### src/rtl/strap_pkg.sv
package strap_pkg;
  typedef enum logic {
    MODE_TXEXT = 1'b0,
    MODE_IRQ   = 1'b1
  } pin_mode_e;
endpackage

### src/rtl/strap_capture.sv
// Tracks pin levels during reset; the last sample before release is kept.
module strap_capture #(
  parameter int W = 6
) (
  input  logic         clk,
  input  logic         rst_n,
  input  logic [W-1:0] pins_i,
  output logic [W-1:0] straps_o,
  output logic         armed_o
);
  always_ff @(posedge clk) begin
    if (!rst_n) begin
      straps_o <= pins_i;
      armed_o  <= 1'b0;
    end else begin
      armed_o  <= 1'b1;
    end
  end
endmodule

### src/rtl/led_drive.sv
// Per-lane LED driver; polarity taken from the lane's own strap.
module led_drive #(
  parameter int N = 4
) (
  input  logic         armed_i,
  input  logic [N-1:0] strap_i,
  input  logic [N-1:0] req_i,
  output logic [N-1:0] pin_o,
  output logic [N-1:0] pin_oe
);
  for (genvar g = 0; g < N; g++) begin : g_lane
    // strap 1 -> active low, strap 0 -> active high; inactive level == strap
    always_comb begin
      pin_oe[g] = armed_i;
      pin_o[g]  = armed_i ? (req_i[g] ^ strap_i[g]) : strap_i[g];
    end
  end
endmodule

### src/rtl/mode_pin_mux.sv
module mode_pin_mux
  import strap_pkg::*;
(
  input  logic      armed_i,
  input  pin_mode_e mode_i,
  input  logic      irq_i,
  input  logic      pin_i,
  output logic      pin_o,
  output logic      pin_oe,
  output logic      tx_ext_o
);
  always_comb begin
    pin_o    = 1'b1;
    pin_oe   = 1'b0;
    tx_ext_o = 1'b0;
    if (armed_i) begin
      if (mode_i == MODE_IRQ) begin
        pin_oe = 1'b1;
        pin_o  = ~irq_i;
      end else begin
        tx_ext_o = pin_i;
      end
    end
  end
endmodule

### src/rtl/boot_strap_mux.sv
module boot_strap_mux
  import strap_pkg::*;
#(
  parameter int NUM_LED = 4
) (
  input  logic               clk,
  input  logic               rst_n,
  input  logic [NUM_LED-1:0] led_pin_i,
  output logic [NUM_LED-1:0] led_pin_o,
  output logic [NUM_LED-1:0] led_pin_oe,
  input  logic [NUM_LED-1:0] led_req_i,
  input  logic               gpo_pin_i,
  output logic               gpo_pin_o,
  output logic               gpo_pin_oe,
  input  logic               gpo_val_i,
  input  logic               mode_pin_i,
  output logic               mode_pin_o,
  output logic               mode_pin_oe,
  input  logic               irq_i,
  output logic               tx_ext_o,
  output logic [NUM_LED:0]   mgmt_addr_o,
  output logic               mode_irq_o
);
  localparam int ADDR_W  = NUM_LED + 1;
  localparam int STRAP_W = ADDR_W + 1;

  logic [STRAP_W-1:0] straps;
  logic               armed;
  pin_mode_e          mode;

  strap_capture #(.W(STRAP_W)) u_cap (
    .clk      (clk),
    .rst_n    (rst_n),
    .pins_i   ({mode_pin_i, gpo_pin_i, led_pin_i}),
    .straps_o (straps),
    .armed_o  (armed)
  );

  assign mgmt_addr_o = straps[ADDR_W-1:0];
  assign mode        = pin_mode_e'(straps[STRAP_W-1]);
  assign mode_irq_o  = (mode == MODE_IRQ);

  led_drive #(.N(NUM_LED)) u_led (
    .armed_i (armed),
    .strap_i (straps[NUM_LED-1:0]),
    .req_i   (led_req_i),
    .pin_o   (led_pin_o),
    .pin_oe  (led_pin_oe)
  );

  assign gpo_pin_oe = armed;
  assign gpo_pin_o  = armed ? gpo_val_i : straps[NUM_LED];

  mode_pin_mux u_mode (
    .armed_i  (armed),
    .mode_i   (mode),
    .irq_i    (irq_i),
    .pin_i    (mode_pin_i),
    .pin_o    (mode_pin_o),
    .pin_oe   (mode_pin_oe),
    .tx_ext_o (tx_ext_o)
  );
endmodule

### config.mk
export PLATFORM = sky130hd
export DESIGN_NAME = boot_strap_mux
export DESIGN_NICKNAME = d
export VERILOG_FILES = /design/src/rtl/strap_pkg.sv /design/src/rtl/strap_capture.sv /design/src/rtl/led_drive.sv /design/src/rtl/mode_pin_mux.sv /design/src/rtl/boot_strap_mux.sv
export SDC_FILE = /design/constraint.sdc
export NUM_CORES = 1
export LEC_CHECK = 0
export BUFFER_PORTS_ARGS = -buffer_cell sky130_fd_sc_hd__buf_2
export CAP_MARGIN = 15
export CORE_AREA = 2 2 39 41
export CTS_CLUSTER_SIZE = 8
export DETAILED_ROUTE_END_ITERATION = 10
export DIE_AREA = 0 0 41 43
export GPL_ROUTABILITY_DRIVEN = 0
export PLACE_DENSITY = 0.67
export REMOVE_ABC_BUFFERS = 1
export SLEW_MARGIN = 20
export SYNTH_ARGS = -nofsm -noshare
export SYNTH_HDL_FRONTEND = slang
export SYNTH_HIERARCHICAL = 1
export SYNTH_SLANG_ARGS = --single-unit
### constraint.sdc
create_clock -name clk -period 1.3 [get_ports clk]
set_input_delay 0.26 -clock clk [delete_from_list [all_inputs] [get_ports clk]]
set_output_delay 0.26 -clock clk [all_outputs]
set_load 0.05 [all_outputs]
==> metrics, run 1 <==
global-route total usage across every layer=0.0884; required time reported for the critical path endpoint=1.04 ns; total vias in the final route=304; number of levels the H-tree was split into=1; category of the worst setup path capture point=output pin; post-detailed-route wirelength per cell=11.2 um; TritonCTS clock tree=built; post-route minimum period=about 1.4 ns; element type at the critical path start=register; Worst IR Drop VDD=0.000502 V; Starting Density=0.231; Worst slew margin=0.831; leading post-synthesis cells by instance count=sky130_fd_sc_hd__edfxtp_1 (6), sky130_fd_sc_hd__buf_4 (4), sky130_fd_sc_hd__nand2_1 (4), sky130_fd_sc_hd__xnor2_1 (4); static leakage=0.293 nW; pins over their slew limit=0; Final Cell Area=between 500 and 600 um2; upper clock frequency limit=around 740 MHz; Clk Tree Root Cell=sky130_fd_sc_hd__clkbuf_4; library cell occupying the most area in the post-synthesis netlist=sky130_fd_sc_hd__edfxtp_1; power density of the placed cells=roughly 1300 nW/um2; combined area of all synthesized cells=320 um2; reported max-cap violation count=0; die outline area=between 1500 and 2000 um2; DR pass1 iterations=3; Hold Path Class=in2reg; via count of the first global-routing pass=253; class of the most critical setup path=reg2out; number of CTS-inserted buffers=3; first-pass GRT wire length=952 um; largest net degree at the start of global routing=9; via density per instance=4.11; synthesized area per cell=13.3 um2; post-synthesis sequential element count=7; final cycle utilization of the critical path=1.04; Tightest Pin Transition=0.255 ns; proportion of synthesized chip area in sequential cells=0.625; Crit path arrival time=1.10 ns; post-route antenna net violation count=0; Die Span Y=43 um; area share of the leading cell type in the synthesized netlist=0.563; floorplan die width=approximately 41 um; unrepaired setup endpoints after global routing=true; setup tns final=-0.210 ns; Final Routed Wirelength=827 um; area inside the core boundary=roughly 1400 um2; result of the run=finished, violations left; Gate Count Post-Synth=24; DP Area=478 um2; row count=14; most frequently used flop master after synthesis=sky130_fd_sc_hd__edfxtp_1; cells taking the most area after synthesis=sky130_fd_sc_hd__edfxtp_1 (56%), sky130_fd_sc_hd__xnor2_1 (11%), sky130_fd_sc_hd__buf_4 (9.4%), sky130_fd_sc_hd__dfxtp_1 (6.3%), sky130_fd_sc_hd__mux2_4 (4.7%); clock-pin slew on the worst setup and hold paths=0.05 ns; Diodes inserted=0; Syn-to-layout area delta=85.9%; initial detailed-routing violation count=4; total DRC errors in the routed layout=0; number of synthesized flops with an enable pin=6; number of distinct library cells after synthesis=10; worst min-delay path startpoint=rst_n; Hold Buf Count CTS=0; number of standard cells in the final layout excluding fillers=74; asr flop ratio synth=0; Hold Violations, Final=0; nets@finish=between 70 and 80; half-perimeter wire length after placement=620 um; clock sinks=7; hold path cells=1; CP max FO=8; number of antenna violations at the first check in global routing=0; Worst Hold End=u_cap/armed_o; total congestion overflow after global routing=0; I/O pin total=33; total of buffers placed on input and output ports=32; count of yosys warnings during synthesis=6; Setup Viol. Count Final=7; total power draw=slightly below 0.8 mW; placed cells=69; failing checks=negative setup slack; leading cell type by number of instances after synthesis=sky130_fd_sc_hd__edfxtp_1; deepest clock path buffer count=2; fraction of layout instances using a drive strength above 1=0.759; crit path setup slack, layout=-0.0575 ns
kinds of logic (layout without fill, tap and decap cells):
kind of cell / after synthesis / in the layout / share of synthesized area
simple gates: 7 / 7 / 0.113
mux: 1 / 1 / 0.0469
buf+inv: 5 / 39 / 0.105
xor+xnor: 4 / 4 / 0.109
flops: 7 / 7 / 0.625
state kept, by name (all words and copies together), names as in the netlist:
name / cells
u_cap/straps_o: 6
u_cap/armed_o: 1
cells in the final DEF, fill, tap and decap left out:
cell and n:
sky130_fd_sc_hd__dfxtp_4 1, sky130_fd_sc_hd__buf_6 6, sky130_fd_sc_hd__edfxtp_1 6, sky130_fd_sc_hd__and3b_1 1, sky130_fd_sc_hd__nand2_1 3, sky130_fd_sc_hd__xnor2_2 1, sky130_fd_sc_hd__clkinv_2 1, sky130_fd_sc_hd__mux2_4 1
sky130_fd_sc_hd__buf_2 19, sky130_fd_sc_hd__nand3_2 1, sky130_fd_sc_hd__and2_4 1, sky130_fd_sc_hd__buf_8 1, sky130_fd_sc_hd__nand2_2 1, sky130_fd_sc_hd__buf_4 4, sky130_fd_sc_hd__xnor2_1 3, sky130_fd_sc_hd__clkbuf_4 7
sky130_fd_sc_hd__inv_1 1
cell type report:
cell class | count | area [um2]
Multi-Input combinational cell | 12 | 103
Fill cell | 128 | 788
Timing Repair Buffer | 34 | 238
Inverter | 1 | 3.75
Sequential cell | 7 | 204
Tap cell | 16 | 20.0
Clock inverter | 1 | 5.00
Clock buffer | 3 | 22.5
per-stage QoR:
stage               hold slack (ns)  worst slack [ns]  utilization
detailed placement            0.388            0.0360        0.345
CTS                           0.119           -0.0679        0.404
global placement              0.388            0.0665        0.345
finish                        0.131           -0.0575        0.430
global route                  0.116            -0.106        0.430
floorplan                     0.288             -2.09            -
routing by layer:
metal / track usage / wire length, um
met1: 0.0803 / 279
met2: 0.134 / 371
met3: 0.0419 / 176
met4: 0.0800 / 0
met5: 0 / 0
critical path, stage by stage (launching register included):
cell and delay (ns):
sky130_fd_sc_hd__dfxtp_4 0.39, sky130_fd_sc_hd__mux2_4 0.31, sky130_fd_sc_hd__buf_6 0.15
where the power goes:
part / switching, mW / total [mW] / leakage [nW] / internal (mW)
Combinational: 0.209 / 0.310 / 0.208 / 0.101
Sequential: 0.0162 / 0.279 / 0.0675 / 0.263
Clock: 0.0798 / 0.192 / 0.0177 / 0.112
Total: 0.305 / 0.781 / 0.293 / 0.476
how the worst max path moves through the flow:
stage | from | end | slack (ns) | cells past startpoint
floorplan | u_cap/armed_o | led_pin_o[1] | -2.09 | 2
global placement | u_cap/armed_o | mode_pin_oe | 0.07 | 3
detailed placement | u_cap/armed_o | mode_pin_oe | 0.04 | 3
CTS | u_cap/armed_o | gpo_pin_o | -0.07 | 2
global route | u_cap/armed_o | led_pin_o[3] | -0.11 | 3
finish | u_cap/armed_o | gpo_pin_o | -0.06 | 2
what timing repair did:
| item | 4_1_cts | 5_1_grt |
|---|---|---|
| cloned | 0 | 0 |
| endpoints found under the setup margin | 13 | 13 |
| pin swaps | 0 | 1 |
| endpoints found under the hold margin | 0 | 0 |
| buffers inserted | 1 | 0 |
| gates resized for setup | 17 | 10 |
Power figures use the tool's default switching activity.
==> run 2: changes to the inputs <==
ABC_AREA = 1   (was not set)
PLACE_DENSITY = 0.71   (was 0.67)
==> run 2 against run 1 <==
  * The flow still finishes with violations (negative setup slack)
  * First-iteration DRC count is 25% lower
  * Largest cell class unchanged
  * Area after synthesis grew 15%
  * Combinational power decreased by 2%
  * Critical endpoint is now led_pin_o[3]
  * Clock power about the same
  * Largest power group unchanged
==> metrics, run 2 <==
result of the run=finished, violations left; failing checks=negative setup slack; total vias in the final route=364 (+20%); deepest clock path buffer count=2 (unchanged); via density per instance=3.83 (-6.7%); Clk Tree Root Cell=sky130_fd_sc_hd__clkbuf_4; library cell occupying the most area in the post-synthesis netlist=sky130_fd_sc_hd__edfxtp_1; number of standard cells in the final layout excluding fillers=95 (+28%); TritonCTS clock tree=built; Setup Viol. Count Final=4 (-3); Starting Density=0.267 (+0.0353); floorplan die width=41 um (unchanged); number of gates on the worst path with buffers counted=6 (+4); cells taking the most area after synthesis=sky130_fd_sc_hd__edfxtp_1 (49%), sky130_fd_sc_hd__nand2_1 (17%), sky130_fd_sc_hd__inv_1 (11%), sky130_fd_sc_hd__buf_4 (8.1%), sky130_fd_sc_hd__nand3_1 (6.8%); crit path from=u_cap/armed_o; static leakage=0.359 nW (+23%); capture point of the worst path=led_pin_o[3]; cell family contributing the most delay on the critical path=flip-flops; flip-flop count of the largest register, all copies and words added=6 (unchanged); placed cells=91 (+32%); Die Span Y=43 um (unchanged); Hold Violations, Final=0 (unchanged); Critical Path Max Stage Delay=0.33 ns (-0.06 ns); leading post-synthesis cells by instance count=sky130_fd_sc_hd__nand2_1 (17), sky130_fd_sc_hd__inv_1 (11), sky130_fd_sc_hd__edfxtp_1 (6); proportion of synthesized chip area in sequential cells=0.542 (-0.0826); most frequently used flop master after synthesis=sky130_fd_sc_hd__edfxtp_1; post-route antenna net violation count=0 (unchanged); number of antenna violations at the first check in global routing=0 (unchanged); number of levels the H-tree was split into=1 (unchanged); top flop regs=u_cap/straps_o: 6 flops, u_cap/armed_o: 1 flops; unrepaired setup endpoints after global routing=true; Worst slew margin=0.831 (about the same); class of the most critical setup path=reg2out; post-detailed-route wirelength per cell=8.24 um (-26%); area inside the core boundary=1380 um2 (unchanged); Diodes inserted=0 (unchanged); die outline area=1760 um2 (unchanged); Hold Path Class=in2reg; element type at the critical path start=register; I/O pin total=33 (unchanged); category of the worst setup path capture point=output pin; asr flop ratio synth=0 (unchanged); buffering stage count on the worst path with inverters included=3 (+2); total congestion overflow after global routing=0 (unchanged); DR pass1 iterations=2 (-1); global-route total usage across every layer=0.103 (+0.0142); post-route minimum period=1.33 ns (-0.0321 ns); post-CTS setup repair buffer count=0 (-1); total of buffers placed on input and output ports=32 (unchanged); cell with the largest stage delay on the worst path=sky130_fd_sc_hd__dfxtp_2; half-perimeter wire length after placement=612 um (-1.4%); row count=14 (unchanged); post-synthesis sequential element count=7 (unchanged); Final Cell Area=639 um2 (+7.4%); CP max FO=8 (unchanged); Worst IR Drop VDD=0.000463 V (-7.9%); Gate Count Post-Synth=46 (+92%); most common cell type on the critical path=sky130_fd_sc_hd__nand2_1; register bank with the most flops=u_cap/straps_o; required time reported for the critical path endpoint=1.04 ns (about the same); Syn-to-layout area delta=73.2%; Hold Buf Count CTS=0 (unchanged); clock-pin slew on the worst setup and hold paths=0.05 ns (about the same); upper clock frequency limit=755 MHz (+2.4%); critical path, cell by cell=buf_6, nand2_1, nand2_1, nand2_1, inv_1, buf_6; power density of the placed cells=1210 nW/um2 (-8.1%); most used cells in the layout excluding fill and tap cells=sky130_fd_sc_hd__buf_2 (24), sky130_fd_sc_hd__nand2_1 (10), sky130_fd_sc_hd__inv_1 (9); largest net degree at the start of global routing=11 (+2); area share of the leading cell type in the synthesized netlist=0.488 (-0.0744); reported max-cap violation count=0 (unchanged); Final Routed Wirelength=783 um (-5.3%); leading cell type by number of instances after synthesis=sky130_fd_sc_hd__nand2_1; core occupancy in the finished layout=0.462 (+0.0316); final cycle utilization of the critical path=1.02 (-0.0247); pins over their slew limit=0 (unchanged); crit path setup slack, layout=-0.0254 ns (+0.0321 ns); setup tns final=-0.0702 ns (+0.139 ns); first-pass GRT wire length=1180 um (+24%); clock sinks=7 (unchanged); number of CTS-inserted buffers=3 (unchanged); combined area of all synthesized cells=369 um2 (+15%); most common cell after layout, fill and taps aside=sky130_fd_sc_hd__buf_2; number of synthesized flops with an enable pin=6 (unchanged); fraction of layout instances using a drive strength above 1=0.608 (-0.151); Tightest Pin Transition=0.256 ns (+0.000407 ns); total DRC errors in the routed layout=0 (unchanged); nets@finish=94 (+29%); via count of the first global-routing pass=311 (+23%); number of distinct library cells after synthesis=8 (-2); pre-CTS setup slack=0.141 ns (+0.105 ns); Crit path arrival time=1.07 ns (-0.03 ns); DP Area=529 um2 (+11%); count of yosys warnings during synthesis=6 (unchanged); worst min-delay path startpoint=rst_n; synthesized area per cell=8.02 um2 (-40%); initial detailed-routing violation count=3 (-1)
## run 2: power breakdown
group	switching [mW]	total (mW)	internal, mW	leakage (nW)
sequential	0.0126	0.277	0.264	0.0672
combinational	0.213	0.305	0.0924	0.277
clock	0.0721	0.189	0.117	0.0150
total	0.298	0.771	0.473	0.359
## run 2: layout make-up
cell class,count,area [um2]
repair buffers,34,233
well taps,16,20.0
multi-input cells,23,118
fillers,138,744
flip-flops and latches,7,201
inverters,11,41.3
clock buffers,4,26.3
## run 2: repair_timing
| item | in CTS | in global routing |
|---|---|---|
| gates cloned | 0 | 0 |
| resized for setup | 19 | 12 |
| setup endpoints to repair | 8 | 8 |
| endpoints found under the hold margin | 0 | 0 |
## run 2: metal layers
metal | track usage | vias to the layer above | wire length (um)
met3 | 0.0314 | 0 | 42
met2 | 0.141 | 13 | 408
met5 | 0 | - | 0
li1 | - | 198 | -
met4 | 0.0800 | 0 | 0
met1 | 0.127 | 153 | 332
## run 2: logic make-up (layout without fill, tap and decap cells)
family / count (synthesis) / count (layout) / synth area share
buffers and inverters: 16 / 49 / 0.207
DFF: 7 / 7 / 0.542
and+or+nand+nor: 23 / 23 / 0.251
## run 2: worst min path at each step
stage	to	slack, ns	cells after the start
finish	u_cap/armed_o	0.13	1
global placement	u_cap/armed_o	0.38	1
CTS	u_cap/armed_o	0.12	1
floorplan	u_cap/armed_o	0.29	0
detailed placement	u_cap/armed_o	0.38	1
global route	u_cap/armed_o	0.11	1
## run 2: through the flow
stage	total power, mW	hold slack (ns)
final	0.771	0.128
after global routing	0.818	0.112
after CTS	0.767	0.119
after detailed placement	0.541	0.381
after global placement	0.538	0.380
after floorplan	0.471	0.288
==> run 3: changes to the inputs <==
BUFFER_PORTS_ARGS = not set   (was -buffer_cell sky130_fd_sc_hd__buf_2)
DONT_BUFFER_PORTS = 1   (was not set)
PLACE_DENSITY = 0.5   (was 0.71)
SETUP_SLACK_MARGIN = 0.5   (was not set)
==> run 3 against run 2 <==
  * The flow still finishes with violations (negative setup slack)
  * Clock power up 3%
  * Die area did not move
  * Critical path depth is the same
  * Largest power group unchanged
  * Highest routed layer is now met4
  * Core utilization up 2.2 points
  * Critical endpoint is now led_pin_o[2]
  * Routed wire length rose by 8.0%
  * Worst setup slack worse by 0.022 ns
  * Critical path type unchanged
  * First-iteration DRC count increased by 100%
  * Non-clock buffer count down 16
  * Via count is 8.2% lower
  * Global-route usage is 1.3 points lower
==> metrics, run 3 (synthesized netlist as in run 2, its figures left out) <==
result of the run=finished, violations left; failing checks=negative setup slack; crit path setup slack, layout=-0.0477 ns (-0.0223 ns); Starting Density=0.267 (unchanged); Hold Path Class=in2reg; CP max FO=7 (-1); combinational share of power=0.424 (+0.028); DR pass1 iterations=4 (+2); most used cells in the layout excluding fill and tap cells=sky130_fd_sc_hd__nand2_1 (13), sky130_fd_sc_hd__buf_6 (8), sky130_fd_sc_hd__buf_12 (8); initial detailed-routing violation count=6 (+3); fraction of layout instances using a drive strength above 1=0.508 (-0.0997); Hold Violations, Final=0 (unchanged); row count=14 (unchanged); total vias in the final route=334 (-8.2%); largest net degree at the start of global routing=15 (+4); top flop regs=u_cap/straps_o: 6 flops, u_cap/armed_o: 1 flops; floorplan die width=41 um (unchanged); final cycle utilization of the critical path=1.04 (+0.0172); via count of the first global-routing pass=257 (-17%); category of the worst setup path capture point=output pin; switching power=0.307 mW (+3.0%); pins over their slew limit=0 (unchanged); Tightest Pin Transition=0.235 ns (-0.0207 ns); nets@finish=78 (-17%); flip-flop count of the largest register, all copies and words added=6 (unchanged); via density per instance=4.23 (+10%); upper clock frequency limit=742 MHz (-1.7%); total of buffers placed on input and output ports=0 (-100%); global-route total usage across every layer=0.0893 (-0.0133); Setup Viol. Count Final=6 (+2); clock-pin slew on the worst setup and hold paths=0.05 ns (about the same); core occupancy in the finished layout=0.484 (+0.0217); power density of the placed cells=1230 nW/um2 (+1.8%); number of standard cells in the final layout excluding fillers=79 (-17%); post-route minimum period=1.35 ns (+0.0223 ns); critical path, cell by cell=buf_12, nand2_2, nand2_1, nand2_1, inv_2, buf_12; Diodes inserted=0 (unchanged); register bank with the most flops=u_cap/straps_o; Power Internal=0.515 mW (+8.8%); total congestion overflow after global routing=0 (unchanged); most common cell after layout, fill and taps aside=sky130_fd_sc_hd__nand2_1; number of CTS-inserted buffers=3 (unchanged); cell with the largest stage delay on the worst path=sky130_fd_sc_hd__dfxtp_4; pre-CTS setup slack=0.147 ns (+0.00591 ns); deepest clock path buffer count=2 (unchanged); Worst slew margin=0.843 (+0.0124); class of the most critical setup path=reg2out; Worst IR Drop VDD=0.000509 V (+9.9%); switching fraction of total power=0.373 (-0.0129); register share of total power=0.339 (-0.020); Crit path arrival time=1.09 ns (+0.02 ns); total DRC errors in the routed layout=0 (unchanged); static leakage=0.331 nW (-7.9%); I/O pin total=33 (unchanged); die outline area=1760 um2 (unchanged); unrepaired setup endpoints after global routing=true; Syn-to-layout area delta=81.4%; placed cells=72 (-21%); total power draw=0.821 mW (+6.5%); element type at the critical path start=register; Die Span Y=43 um (unchanged); clock sinks=7 (unchanged); post-route antenna net violation count=0 (unchanged); part of the total power dissipated in the clock network=0.237 (-0.008); Final Routed Wirelength=846 um (+8.0%); half-perimeter wire length after placement=592 um (-3.2%); required time reported for the critical path endpoint=1.04 ns (about the same); post-detailed-route wirelength per cell=10.7 um (+30%); TritonCTS clock tree=built; reported max-cap violation count=0 (unchanged); first-pass GRT wire length=993 um (-16%); Critical Path Max Stage Delay=0.35 ns (+0.02 ns); number of antenna violations at the first check in global routing=0 (unchanged); Clk Tree Root Cell=sky130_fd_sc_hd__clkbuf_4; number of levels the H-tree was split into=1 (unchanged); area inside the core boundary=1380 um2 (unchanged)
-- run 3: cell types whose count changed in the layout (fill, tap and decap cells not counted) --
cell,before,now
sky130_fd_sc_hd__buf_2,24,0
sky130_fd_sc_hd__buf_12,0,8
sky130_fd_sc_hd__inv_1,9,6
sky130_fd_sc_hd__inv_2,2,5
sky130_fd_sc_hd__nand2_1,10,13
sky130_fd_sc_hd__nand2_2,6,4
sky130_fd_sc_hd__dfxtp_2,1,0
sky130_fd_sc_hd__dfxtp_4,0,1
sky130_fd_sc_hd__nand2_4,1,0
-- run 3: area by class of cell --
| class | instances | area (um2) |
|---|---|---|
| Clock buffer | 4 | 26.3 |
| Fill cell | 124 | 714 |
| Inverter | 11 | 41.3 |
| Multi-Input combinational cell | 23 | 105 |
| Sequential cell | 7 | 204 |
| Tap cell | 16 | 20.0 |
| Timing Repair Buffer | 18 | 273 |
-- run 3: through the flow --
step	area, um2	TNS, ns	hold slack [ns]
CTS	613	-0.130	0.0271
detailed placement	556	0	0.288
global route	669	-0.664	0.00977
global placement	556	0	0.288
floorplan	334	-18.80	0.288
finish	669	-0.145	0.0371
-- run 3: repair_timing --
action | in CTS | in global routing
resized for setup | 14 | 8
hold buffers | 0 | 0
setup endpoints to repair | 19 | 19
setup buffers | 0 | 3
pin swaps | 2 | 4
-- run 3: final timing paths --
path	from	to	slack, ns	depth (start not counted)
worst max-delay path	u_cap/armed_o	led_pin_o[2]	-0.05	6
worst min-delay path	rst_n	u_cap/armed_o	0.04	0
-- run 3: power groups by stage --
stage          Sequential [mW]  Clock (mW)  Combinational [mW]
2_1_floorplan            0.365           0               0.106
3_3_place_gp             0.284           0               0.306
3_5_place_dp             0.286           0               0.307
4_1_cts                  0.283       0.203               0.323
5_1_grt                  0.281       0.224               0.360
6_report                 0.278       0.195               0.349
-- run 3: layer usage --
layer  vias up  GRT usage  routed length (um)
met5         -          0                   0
met4         0     0.0600                   6
met3         2     0.0314                  51
met2        14      0.150                 506
met1       149     0.0833                 282
li1        169          -                   -
-- run 3: worst max-delay path: cells and delay by family, from the launching register on --
| kind | cells | cell delay, ns |
|---|---|---|
| and+or+nand+nor | 3 | 0.16 |
| DFF | 1 | 0.35 |
| buffers and inverters | 3 | 0.33 |
